### config.mk
export PLATFORM = sky130hd
export DESIGN_NAME = dual_issue_arbiter
export DESIGN_NICKNAME = d
export VERILOG_FILES = /design/src/rtl/dia_pkg.sv /design/src/rtl/dia_pair_rules.sv /design/src/rtl/dia_slot_penalty.sv /design/src/rtl/dia_excl_hold.sv /design/src/rtl/dual_issue_arbiter.sv
export SDC_FILE = /design/constraint.sdc
export NUM_CORES = 1
export LEC_CHECK = 0
export ABC_AREA = 1
export BUFFER_PORTS_ARGS = -buffer_cell sky130_fd_sc_hd__clkbuf_2
export CAP_MARGIN = 10
export CORE_MARGIN = 2
export CORE_UTILIZATION = 44
export DETAILED_ROUTE_END_ITERATION = 8
export GPL_ROUTABILITY_DRIVEN = 0
export PLACE_DENSITY = 0.86
export SYNTH_ARGS = -nofsm -noshare
export SYNTH_HDL_FRONTEND = slang
export SYNTH_HIERARCHICAL = 1
export SYNTH_SLANG_ARGS = --single-unit
### constraint.sdc
create_clock -name clk -period 4.5 [get_ports clk]
set_input_delay 0.9 -clock clk [delete_from_list [all_inputs] [get_ports clk]]
set_output_delay 0.9 -clock clk [all_outputs]
set_load 0.05 [all_outputs]
### src/rtl/dia_pkg.sv
package dia_pkg;
  typedef enum logic [2:0] {
    CLS_OTHER  = 3'd0,
    CLS_BRANCH = 3'd1,
    CLS_SETCC  = 3'd2,
    CLS_FPU    = 3'd3,
    CLS_EXCL   = 3'd4
  } iclass_e;

  localparam int unsigned LONG_FIRST = 6;
  localparam int unsigned PFX_PEN_HI = 6;
  localparam logic [7:0]  ESC_BYTE   = 8'h0F;

  // classes that may only use the X pipe
  function automatic logic x_only(logic [2:0] c);
    return (c == CLS_BRANCH) || (c == CLS_SETCC) || (c == CLS_FPU);
  endfunction

  function automatic logic is_excl(logic [2:0] c);
    return c == CLS_EXCL;
  endfunction

  // pair byte budget: both entries must be present in the queue
  function automatic logic pair_fits(int unsigned a, int unsigned b, int unsigned q);
    return (a + b) <= q;
  endfunction

  function automatic logic first_too_long(int unsigned len0, int unsigned pfx1);
    return (len0 > LONG_FIRST) || (len0 == LONG_FIRST && pfx1 != 0);
  endfunction

  function automatic logic slot_cost(int unsigned pfx, logic asz, logic disp,
                                     logic osz, logic imm, logic short_q);
    return (pfx >= 2 && pfx <= PFX_PEN_HI) || (asz && disp) || (osz && imm) || short_q;
  endfunction
endpackage

### src/rtl/dia_pair_rules.sv
module dia_pair_rules #(
  parameter int LEN_W = 4,
  parameter int PFX_W = 3,
  parameter int QB_W  = 5
) (
  input  logic [LEN_W-1:0] len0,
  input  logic [LEN_W-1:0] len1,
  input  logic [PFX_W-1:0] pfx1,
  input  logic [7:0]       last0,
  input  logic             taken0,
  input  logic [2:0]       cls0,
  input  logic [2:0]       cls1,
  input  logic [QB_W-1:0]  qbytes,
  output logic             blk_pfx,
  output logic             blk_len,
  output logic             blk_fit,
  output logic             blk_seq,
  output logic             blk_cls,
  output logic             pair_ok
);
  import dia_pkg::*;

  always_comb begin
    blk_pfx = 32'(pfx1) > 1;
    blk_len = first_too_long(32'(len0), 32'(pfx1));
    blk_fit = !pair_fits(32'(len0), 32'(len1), 32'(qbytes));
    blk_seq = (last0 == ESC_BYTE && pfx1 == '0) || taken0;
    blk_cls = is_excl(cls0) || is_excl(cls1) || x_only(cls1);
    pair_ok = !(blk_pfx || blk_len || blk_fit || blk_seq || blk_cls);
  end
endmodule

### src/rtl/dia_slot_penalty.sv
module dia_slot_penalty #(
  parameter int LEN_W     = 4,
  parameter int PFX_W     = 3,
  parameter int QB_W      = 5,
  parameter bit CHECK_LEN = 1'b1
) (
  input  logic [PFX_W-1:0] pfx,
  input  logic             asz,
  input  logic             osz,
  input  logic             disp,
  input  logic             imm,
  input  logic [LEN_W-1:0] len,
  input  logic [QB_W-1:0]  qbytes,
  output logic             pen
);
  import dia_pkg::*;

  logic short_q;

  generate
    if (CHECK_LEN) begin : g_len
      assign short_q = 32'(len) > 32'(qbytes);
    end else begin : g_nolen
      assign short_q = 1'b0;
    end
  endgenerate

  assign pen = slot_cost(32'(pfx), asz, disp, osz, imm, short_q);
endmodule

### src/rtl/dia_excl_hold.sv
module dia_excl_hold (
  input  logic clk,
  input  logic rst_n,
  input  logic set,
  input  logic clr,
  output logic hold_q
);
  always_ff @(posedge clk or negedge rst_n) begin
    if (!rst_n)               hold_q <= 1'b0;
    else if (hold_q && clr)   hold_q <= 1'b0;
    else if (set)             hold_q <= 1'b1;
  end
endmodule

### src/rtl/dual_issue_arbiter.sv
module dual_issue_arbiter #(
  parameter int LEN_W = 4,
  parameter int PFX_W = 3,
  parameter int QB_W  = 5
) (
  input  logic             clk,
  input  logic             rst_n,
  input  logic             flush,
  input  logic             ac1_ready,
  input  logic [1:0]       q_count,
  input  logic [QB_W-1:0]  q_bytes,
  input  logic [LEN_W-1:0] s0_len,
  input  logic [PFX_W-1:0] s0_pfx,
  input  logic             s0_asz,
  input  logic             s0_osz,
  input  logic             s0_disp,
  input  logic             s0_imm,
  input  logic [7:0]       s0_last_byte,
  input  logic             s0_pred_taken,
  input  logic [2:0]       s0_cls,
  input  logic [LEN_W-1:0] s1_len,
  input  logic [PFX_W-1:0] s1_pfx,
  input  logic             s1_asz,
  input  logic             s1_osz,
  input  logic             s1_disp,
  input  logic             s1_imm,
  input  logic [2:0]       s1_cls,
  output logic             s0_issue,
  output logic             s1_issue,
  output logic             s0_pipe_y,
  output logic             s1_pipe_y,
  output logic             penalty,
  output logic             y_block
);
  import dia_pkg::*;

  localparam int SLOTS = 2;

  // named internal events (observed by the bound checker)
  logic hold_q;
  logic pair_ok;
  logic excl_issue;
  logic blk_pfx, blk_len, blk_fit, blk_seq, blk_cls;
  logic [SLOTS-1:0] slot_pen;

  logic [PFX_W-1:0] pfx_a  [SLOTS];
  logic [LEN_W-1:0] len_a  [SLOTS];
  logic [SLOTS-1:0] asz_a, osz_a, disp_a, imm_a;

  assign pfx_a[0] = s0_pfx;  assign pfx_a[1] = s1_pfx;
  assign len_a[0] = s0_len;  assign len_a[1] = s1_len;
  assign asz_a  = {s1_asz,  s0_asz};
  assign osz_a  = {s1_osz,  s0_osz};
  assign disp_a = {s1_disp, s0_disp};
  assign imm_a  = {s1_imm,  s0_imm};

  dia_pair_rules #(.LEN_W(LEN_W), .PFX_W(PFX_W), .QB_W(QB_W)) u_rules (
    .len0    (s0_len),
    .len1    (s1_len),
    .pfx1    (s1_pfx),
    .last0   (s0_last_byte),
    .taken0  (s0_pred_taken),
    .cls0    (s0_cls),
    .cls1    (s1_cls),
    .qbytes  (q_bytes),
    .blk_pfx (blk_pfx),
    .blk_len (blk_len),
    .blk_fit (blk_fit),
    .blk_seq (blk_seq),
    .blk_cls (blk_cls),
    .pair_ok (pair_ok)
  );

  // slot 1 is only ever penalised when paired, and pairing already demands
  // that both lengths fit, so the queue-length check lives on slot 0 only
  for (genvar g = 0; g < SLOTS; g++) begin : g_pen
    dia_slot_penalty #(
      .LEN_W(LEN_W), .PFX_W(PFX_W), .QB_W(QB_W), .CHECK_LEN(g == 0)
    ) u_pen (
      .pfx    (pfx_a[g]),
      .asz    (asz_a[g]),
      .osz    (osz_a[g]),
      .disp   (disp_a[g]),
      .imm    (imm_a[g]),
      .len    (len_a[g]),
      .qbytes (q_bytes),
      .pen    (slot_pen[g])
    );
  end

  logic active;
  logic have_one, have_two;

  always_comb begin
    active     = !hold_q && !flush;
    have_one   = q_count != 2'd0;
    have_two   = q_count >= 2'd2;
    s0_issue   = active && have_one;
    s1_issue   = s0_issue && have_two && pair_ok;
    excl_issue = s0_issue && is_excl(s0_cls);
    s0_pipe_y  = 1'b0;
    s1_pipe_y  = s1_issue;
    penalty    = (s0_issue && slot_pen[0]) || (s1_issue && slot_pen[1]);
    y_block    = hold_q || excl_issue;
  end

  dia_excl_hold u_hold (
    .clk    (clk),
    .rst_n  (rst_n),
    .set    (excl_issue),
    .clr    (ac1_ready || flush),
    .hold_q (hold_q)
  );
endmodule

# Yosys cells after proc, flatten, opt, wreduce, memory -nomap -nowiden
# Index checks and enable logic that the tools add are counted.
# word_totals
word_cells	62
regBits	1
# op_classes
n_reduce_logical	42
magnitude_cmp	9
muxes	2
n_addsub	1
eq_ne	7
# op_table
op	count
less-or-equal comparator 32 x 5 -> 1 bit	1
logical OR 1 bit	18
logical AND 1 bit	16
== test 8 x 4 -> 1 bit (second input constant)	1
== test 3 x 2 -> 1 bit (second input constant)	2
== test 3 bit (second input constant)	2
greater-or-equal comparator 3 x 2 -> 1 bit (second input constant)	2
less-or-equal comparator 3 bit (second input constant)	2
adder 4 x 4 -> 5 bit	1
> comparator 4 x 5 -> 1 bit	1
== test 4 x 3 -> 1 bit (second input constant)	1
> comparator 4 x 3 -> 1 bit (second input constant)	1
zero test 1 bit	4
nonzero test 2 bit	2
== test 3 x 1 -> 1 bit (second input constant)	1
> comparator 3 x 1 -> 1 bit (second input constant)	1
zero test 3 bit	1
nonzero test 3 bit	1
greater-or-equal comparator 2 bit (second input constant)	1
2-to-1 mux 1 bit	2

# Depth between registers and ports, before layout
# Gate-level depths: netlist of run 1.
# depth
ltp_word	11
depth_mapped	14

# By module
# The synthesis of run 1 kept the hierarchy.
# modules_own_cells
module	area_per_inst_um2	seq_area_each_um2	cells_each	instances
dia_pair_rules	404.1	0.0	70	1
dia_slot_penalty at g_pen[0].u_pen	160.2	0.0	31	1
dual_issue_arbiter	110.1	0.0	22	1
dia_excl_hold	43.8	25.0	6	1
dia_slot_penalty at g_pen[1].u_pen	33.8	0.0	9	1

# Least setup slack after synthesis of run 1
# Ideal clock, no wire load.
# synth_path
path_kind	input to output
startpoint	in s0_len[0]
endpoint	out penalty
path_stages	14
t_arrival_ns	3.312
n_path_buf	0
slack_ns	0.288
required_time_ns	3.600
cell_sequence	ha_1 > inv_1 > fa_1 > o21ai_0 > ha_1 > a21oi_1 > o21ai_1 > nor2_1 > nor2_1 > nor2_2 > nand2_1 > nor2_2 > nand2_1 > nand2_1
# synth_between
word_cells_on_any_way	18
classes_between	add/sub (1); order compare (3); eq/ne (1); reduce/logical (13)
# synth_lines
element	line	source
from (decl)	dual_issue_arbiter.sv:12	input logic [LEN_W-1:0] s0_len,
adder 4 x 4 -> 5 bit	dia_pkg.sv:25	return (a + b) <= q;
less-or-equal comparator 32 x 5 -> 1 bit	dia_pkg.sv:25	
zero test 1 bit	dia_pair_rules.sv:26	blk_fit = !pair_fits(32'(len0), 32'(len1), 32'(qbytes));
named net blk_fit	dual_issue_arbiter.sv:43	logic blk_pfx, blk_len, blk_fit, blk_seq, blk_cls;
logical OR 1 bit (3 in series)	dia_pair_rules.sv:29	pair_ok = !(blk_pfx || blk_len || blk_fit || blk_seq || blk_cls);
zero test 1 bit	dia_pair_rules.sv:29	
named net pair_ok	dual_issue_arbiter.sv:41	logic pair_ok;
logical AND 1 bit	dual_issue_arbiter.sv:99	s1_issue = s0_issue && have_two && pair_ok;
named net s1_issue	dual_issue_arbiter.sv:29	output logic s1_issue,
logical AND 1 bit	dual_issue_arbiter.sv:103	penalty = (s0_issue && slot_pen[0]) || (s1_issue && slot_pen[1]);
logical OR 1 bit	dual_issue_arbiter.sv:103	
to (decl)	dual_issue_arbiter.sv:32	output logic penalty,
# The timed path passes the listed nets, and every way through them passes these cells.

# Worst setup path after layout of run 1
# layout_path
startpoint	in s0_len[0]
endpoint	out penalty
# layout_between
word_cells_on_any_way	18
classes_between	add/sub (1); order compare (3); eq/ne (1); reduce/logical (13)
# layout_lines
element	line
adder 4 x 4 -> 5 bit	dia_pkg.sv:25
less-or-equal comparator 32 x 5 -> 1 bit	dia_pkg.sv:25
zero test 1 bit	dia_pair_rules.sv:26
named net blk_fit	dual_issue_arbiter.sv:43
logical OR 1 bit (3 in series)	dia_pair_rules.sv:29
zero test 1 bit	dia_pair_rules.sv:29
named net pair_ok	dual_issue_arbiter.sv:41
logical AND 1 bit	dual_issue_arbiter.sv:99
logical AND 1 bit	dual_issue_arbiter.sv:103
logical OR 1 bit	dual_issue_arbiter.sv:103
# The timed path passes the listed nets, and every way through them passes these cells.

==> summary.txt, run 1 <==
Timing
  – Min cycle time layout: 4.12 ns
  – Setup ws final: roughly 0.38 ns
  – FMAX: 243 MHz
  – Period utilisation layout: 0.915
  – Setup Viol. Count Final: 0
  – Unrepaired setup endpoints after global routing: no
  – Max-slew violations: 0
  – Final Skew: 0 ns
  – Total negative slack: 0 ns
  – Final hold vios: 0

Placement
  – DP HPWL: 1710 um
  – Port buffer count: 52
  – Cell Area, Placed: 1020 um2
  – Pre-CTS setup slack: 0.401 ns

Finish
  – Multi-input logic area: 569 um2
  – Nets: 252
  – Register Area: 25.0 um2
  – Antenna diodes: 0
  – Largest register FFs: 1
  – Top reg by flops: u_hold/hold_q
  – Area growth, synth to finish: 35.3%
  – Biggest regs: u_hold/hold_q x1
  – Share of cells above drive strength 1: 0.356
  – Final instance area: a little over 1000 um2
  – Filler cells: 160

Power and ir drop
  – Peak VDD IR: ~66 uV
  – Share of total power in the clock network: 0
  – Sw Ratio: 0.518
  – Combinational Power Share: 0.909
  – Psw: 55.2 uW
  – Pwr per Cell Area: between 100 and 150 nW/um2
  – Leakage power: 0.000724 uW
  – Internal: a little over 50 uW
  – Part of the power in registers: 0.091

Setup path
  – Worst setup path class: input pin to output port
  – R2R Setup Slk: 3.59 ns
  – Worst path slowest cell: fa_1
  – CP most frequent cell: nand2_1
  – Worst setup SP type: input pin
  – CP cell instances: clkbuf_2 > ha_1 > inv_1 > fa_1 > o21ai_0 > ha_1 > a21oi_1 > o21ai_1 > nor2_1 > nor2_1 > nor2_2 > nand2_1 > nor2_2 > nand2_1 > nand2_1 > clkbuf_2
  – CP Max Fanout: 3
  – WP data arrival: around 3.2 ns
  – Critical Path End Type: output port
  – Worst-case reg-to-reg path depth: 7
  – CP required: 3.60 ns
  – CP peak stage delay: approximately 0.40 ns

Detailed routing
  – Drt first pass iters: 4
  – Initial DRC count: 11
  – Routed via count: ~900
  – Final WL: 1760 um
  – Post-route DRC: 0
  – Number of vias per cell: 4.43
  – Post-DRT Antenna Nets: 0
  – WL per Instance: roughly 8.6 um

Floorplan
  – Initial core utilization: 0.482
  – Die Y: 45.3 um
  – Die ar.: about 2100 um2
  – # IOs: 54
  – Die W: 45.3 um
  – Cell Rows: 14
  – Core Box Area: around 1600 um2

Yosys
  – Ys Warns: 6
  – Synthesis-stage register bit count: 1
  – Seq/Total Area, Yosys: 0.0333
  – Post-synthesis instance total: 138
  – Cell variety after synth: 21
  – Net Count, Synth: 200
  – Post-Syn Area: approximately 750 um2
  – Syn avg cell area: 5.45 um2

Clocking
  – Setup repair bufs after CTS: 0
  – Number of gates resized after CTS: 0
  – Hold buffers post-CTS: 0
  – Worst-path clk slew: 0 ns
  – Clock Latency Late Sink: 0 ns

Run
  – Max-cap violations: 0

Worst hold path
  – Hold path cells: 2
  – HP Class: flop to flop

GRT
  – All-Layer GR Usage: 0.175
  – Vias in the first global route: 764
  – Initial antenna violation count: 0
  – Remaining global-route overflow: 0
  – First-pass GRT wire length: 2800 um
  – Pin count of the biggest net entering global routing: 5

Outcome
  – Status: complete, no violations
-- stage by stage --
stage	hold WS [ns]	std cells	power, uW	util
6_report	0.517	204	107	0.652
5_1_grt	0.558	204	120	0.652
4_1_cts	0.516	204	108	0.652
3_5_place_dp	0.513	204	107	0.652
3_3_place_gp	0.507	204	102	0.652
2_1_floorplan	0.488	138	71.4	-
-- final timing paths --
check | start | to
max | s0_len[0] | penalty
min | u_hold/hold_q | u_hold/hold_q
max reg2reg | u_hold/hold_q | u_hold/hold_q
min reg2reg | u_hold/hold_q | u_hold/hold_q
max in group asynchronous | rst_n | u_hold/hold_q
min in group asynchronous | rst_n | u_hold/hold_q
-- layout by cell type, fill, tap and decap left out, drive strengths merged --
cell,count
nand2,42
xnor2,1
nand4,1
o21ai,3
or2,1
a21oi,4
clkbuf,52
xor2,2
fa,1
nand3b,1
inv,38
conb,1
dfrtp,1
nand3,6
nor2,21
ha,13
-- cell usage after synthesis --
library cell,number,area share
a21oi_1,4,0.027
buf_4,2,0.020
conb_1,1,0.0050
dfrtp_1,1,0.033
fa_1,1,0.027
ha_1,13,0.22
inv_1,36,0.18
inv_2,2,0.010
nand2_1,37,0.18
nand2_2,5,0.042
nand3_1,6,0.040
nand3b_1,1,0.010
nand4_1,1,0.0083
nor2_1,14,0.070
nor2_2,6,0.050
nor2_4,1,0.015
o21ai_0,2,0.013
o21ai_1,1,0.0066
or2_2,1,0.0083
xnor2_1,1,0.012
xor2_1,2,0.023
-- metal layers --
layer | routed length, um | share of wire | global-route usage
met2 | 948 | 0.54 | 0.351
met5 | 0 | 0 | 0
met3 | 103 | 0.058 | 0.0120
met4 | 0 | 0 | 0.00588
met1 | 708 | 0.40 | 0.209
-- cell type report --
class / count / share of cell area
Inverter: 38 / 0.140
Timing Repair Buffer: 52 / 0.256
Multi-Input combinational cell: 97 / 0.560
Tap cell: 16 / 0.0197
Sequential cell: 1 / 0.0246
-- cell families (layout without fill, tap and decap cells) --
family                     after synthesis  after routing  share of synthesized area
DFF                                      1              1                     0.0333
AOI/OAI and AO/OA                        7              7                     0.0466
adders and majority gates               14             14                      0.243
buffers and inverters                   40             90                      0.210
other                                    1              1                    0.00499
xor gates and xnor gates                 3              3                     0.0349
and+or+nand+nor                         72             72                      0.428
-- worst max-delay path: cells and delay by family --
kind | cells | cell delay [ns]
compound gates | 3 | 0.47
buf+inv | 3 | 0.41
fa+ha+maj | 3 | 0.85
simple gates | 7 | 0.58
-- power groups by stage --
stage	Combinational (uW)	Sequential (uW)	Clock [uW]
floorplan	61.7	9.67	0
global placement	92.4	9.70	0
detailed placement	97.2	9.71	0
CTS	97.8	9.71	0
global route	110	9.79	0
finish	96.9	9.72	0
Note: power is estimated with default switching activity, not from simulation.
==> run 2: changes to the inputs <==
- PLACE_DENSITY: 0.86 -> 0.91
==> summary.txt, run 2 (synthesis gave the netlist of run 1 again) <==
Detailed routing
  – Final WL: between 1500 and 2000 um
  – Number of vias per cell: 4.47
  – Post-route DRC: 0
  – Initial DRC count: 4
  – Routed via count: between 900 and 1k
  – WL per Instance: 8.55 um
  – Drt first pass iters: 4
  – Post-DRT Antenna Nets: 0

Power and ir drop
  – Pwr per Cell Area: 104 nW/um2
  – Psw: 54.4 uW
  – Sw Ratio: 0.515
  – Share of total power in the clock network: 0
  – Internal: 51.3 uW
  – Part of the power in registers: 0.092
  – Peak VDD IR: 58.0 uV
  – Combinational Power Share: 0.908
  – Leakage power: 0.000724 uW

Setup path
  – R2R Setup Slk: 3.59 ns
  – Critical Path End Type: output port
  – CP peak stage delay: between 0.3 and 0.4 ns
  – CP most frequent cell: nand2_1
  – CP required: 3.60 ns
  – Worst path slowest cell: fa_1
  – CP cell instances: clkbuf_2 > ha_1 > inv_1 > fa_1 > o21ai_0 > ha_1 > a21oi_1 > o21ai_1 > nor2_1 > nor2_1 > nor2_2 > nand2_1 > nor2_2 > nand2_1 > nand2_1 > clkbuf_2
  – WP data arrival: 3.21 ns
  – CP Max Fanout: 3
  – Worst setup SP type: input pin
  – Buffer and inverter count on the worst path: 3
  – Worst setup path class: input pin to output port
  – CP delay by family, top: adder cells

Placement
  – DP HPWL: 1650 um
  – Cell Area, Placed: ~1000 um2
  – Port buffer count: 52

Floorplan
  – Die W: 45.3 um
  – Core Box Area: between 1500 and 2000 um2
  – Die Y: around 45 um
  – Initial core utilization: 0.482
  – # IOs: 54
  – Die ar.: 2060 um2
  – Cell Rows: 14

Finish
  – Largest register FFs: 1
  – Most common cell after layout, fill and taps aside: clkbuf_2
  – Final instance area: about 1000 um2
  – Biggest regs: u_hold/hold_q x1
  – Antenna diodes: 0
  – Top reg by flops: u_hold/hold_q
  – Most frequent cells in the layout: 52 x clkbuf_2, 37 x nand2_1, 36 x inv_1, 14 x nor2_1, 13 x ha_1
  – Share of cells above drive strength 1: 0.356
  – Nets: 252
  – Filler cells: 157
  – Area growth, synth to finish: 35.3%

GRT
  – All-Layer GR Usage: 0.177
  – First-pass GRT wire length: around 2900 um
  – Pin count of the biggest net entering global routing: 5
  – Remaining global-route overflow: 0
  – Vias in the first global route: about 790
  – Initial antenna violation count: 0

Timing
  – Setup Viol. Count Final: 0
  – Final hold vios: 0
  – Final Skew: 0 ns
  – Max-slew violations: 0
  – FMAX: approximately 240 MHz
  – Total negative slack: 0 ns
  – Min cycle time layout: ~4 ns
  – Period utilisation layout: 0.913
  – Unrepaired setup endpoints after global routing: no

Clocking
  – Setup repair bufs after CTS: 0
  – Hold buffers post-CTS: 0
  – Number of gates resized after CTS: 0
  – Clock Latency Late Sink: 0 ns
  – Worst-path clk slew: 0 ns

Run
  – Max-cap violations: 0

Worst hold path
  – HP Class: flop to flop

Outcome
  – Status: complete, no violations
## run 2: cell counts in the layout (fill, tap and decap cells not counted)
Identical to the previous run, type by type.
## run 2: worst paths after layout
path                                from             to  cells after the start
min in group asynchronous          rst_n  u_hold/hold_q                      1
max in group asynchronous          rst_n  u_hold/hold_q                      1
setup reg to reg           u_hold/hold_q  u_hold/hold_q                      7
setup / recovery               s0_len[0]        penalty                     16
hold reg to reg            u_hold/hold_q  u_hold/hold_q                      2
hold / removal             u_hold/hold_q  u_hold/hold_q                      2
## run 2: power groups by stage
stage | clock (uW) | combinational (uW) | sequential, uW
final | 0 | 96.0 | 9.74
after global routing | 0 | 110 | 9.79
after CTS | 0 | 96.2 | 9.74
after detailed placement | 0 | 95.7 | 9.74
after global placement | 0 | 92.7 | 9.70
after floorplan | 0 | 61.7 | 9.67
## run 2: stage by stage
step,std cells,utilization,total power [uW],hold WS (ns),setup WS [ns]
after CTS,204,0.652,106,0.538,0.399
final,204,0.652,106,0.535,0.390
after global routing,204,0.652,120,0.568,0.197
after floorplan,138,-,71.4,0.488,0.288
after detailed placement,204,0.652,105,0.535,0.410
after global placement,204,0.652,102,0.507,0.561
## run 2: layout make-up
class	instances	area (um2)	share of cell area
timing repair buffer	52	260	0.256
tap	16	20.0	0.0197
multi-input combinational	97	569	0.560
sequential	1	25.0	0.0246
inverter	38	143	0.140
## run 2: worst min-delay path: stages, from the launching register on
cell	delay [ns]
dfrtp_1	0.36
nand2_1	0.07
nand2_1	0.06
## run 2: routing by layer
layer	track usage	vias to the layer above	wire length, um
met2	0.343	33	891
met1	0.226	370	741
li1	-	507	-
met3	0	2	102
met4	0.0118	0	9
met5	0	-	0
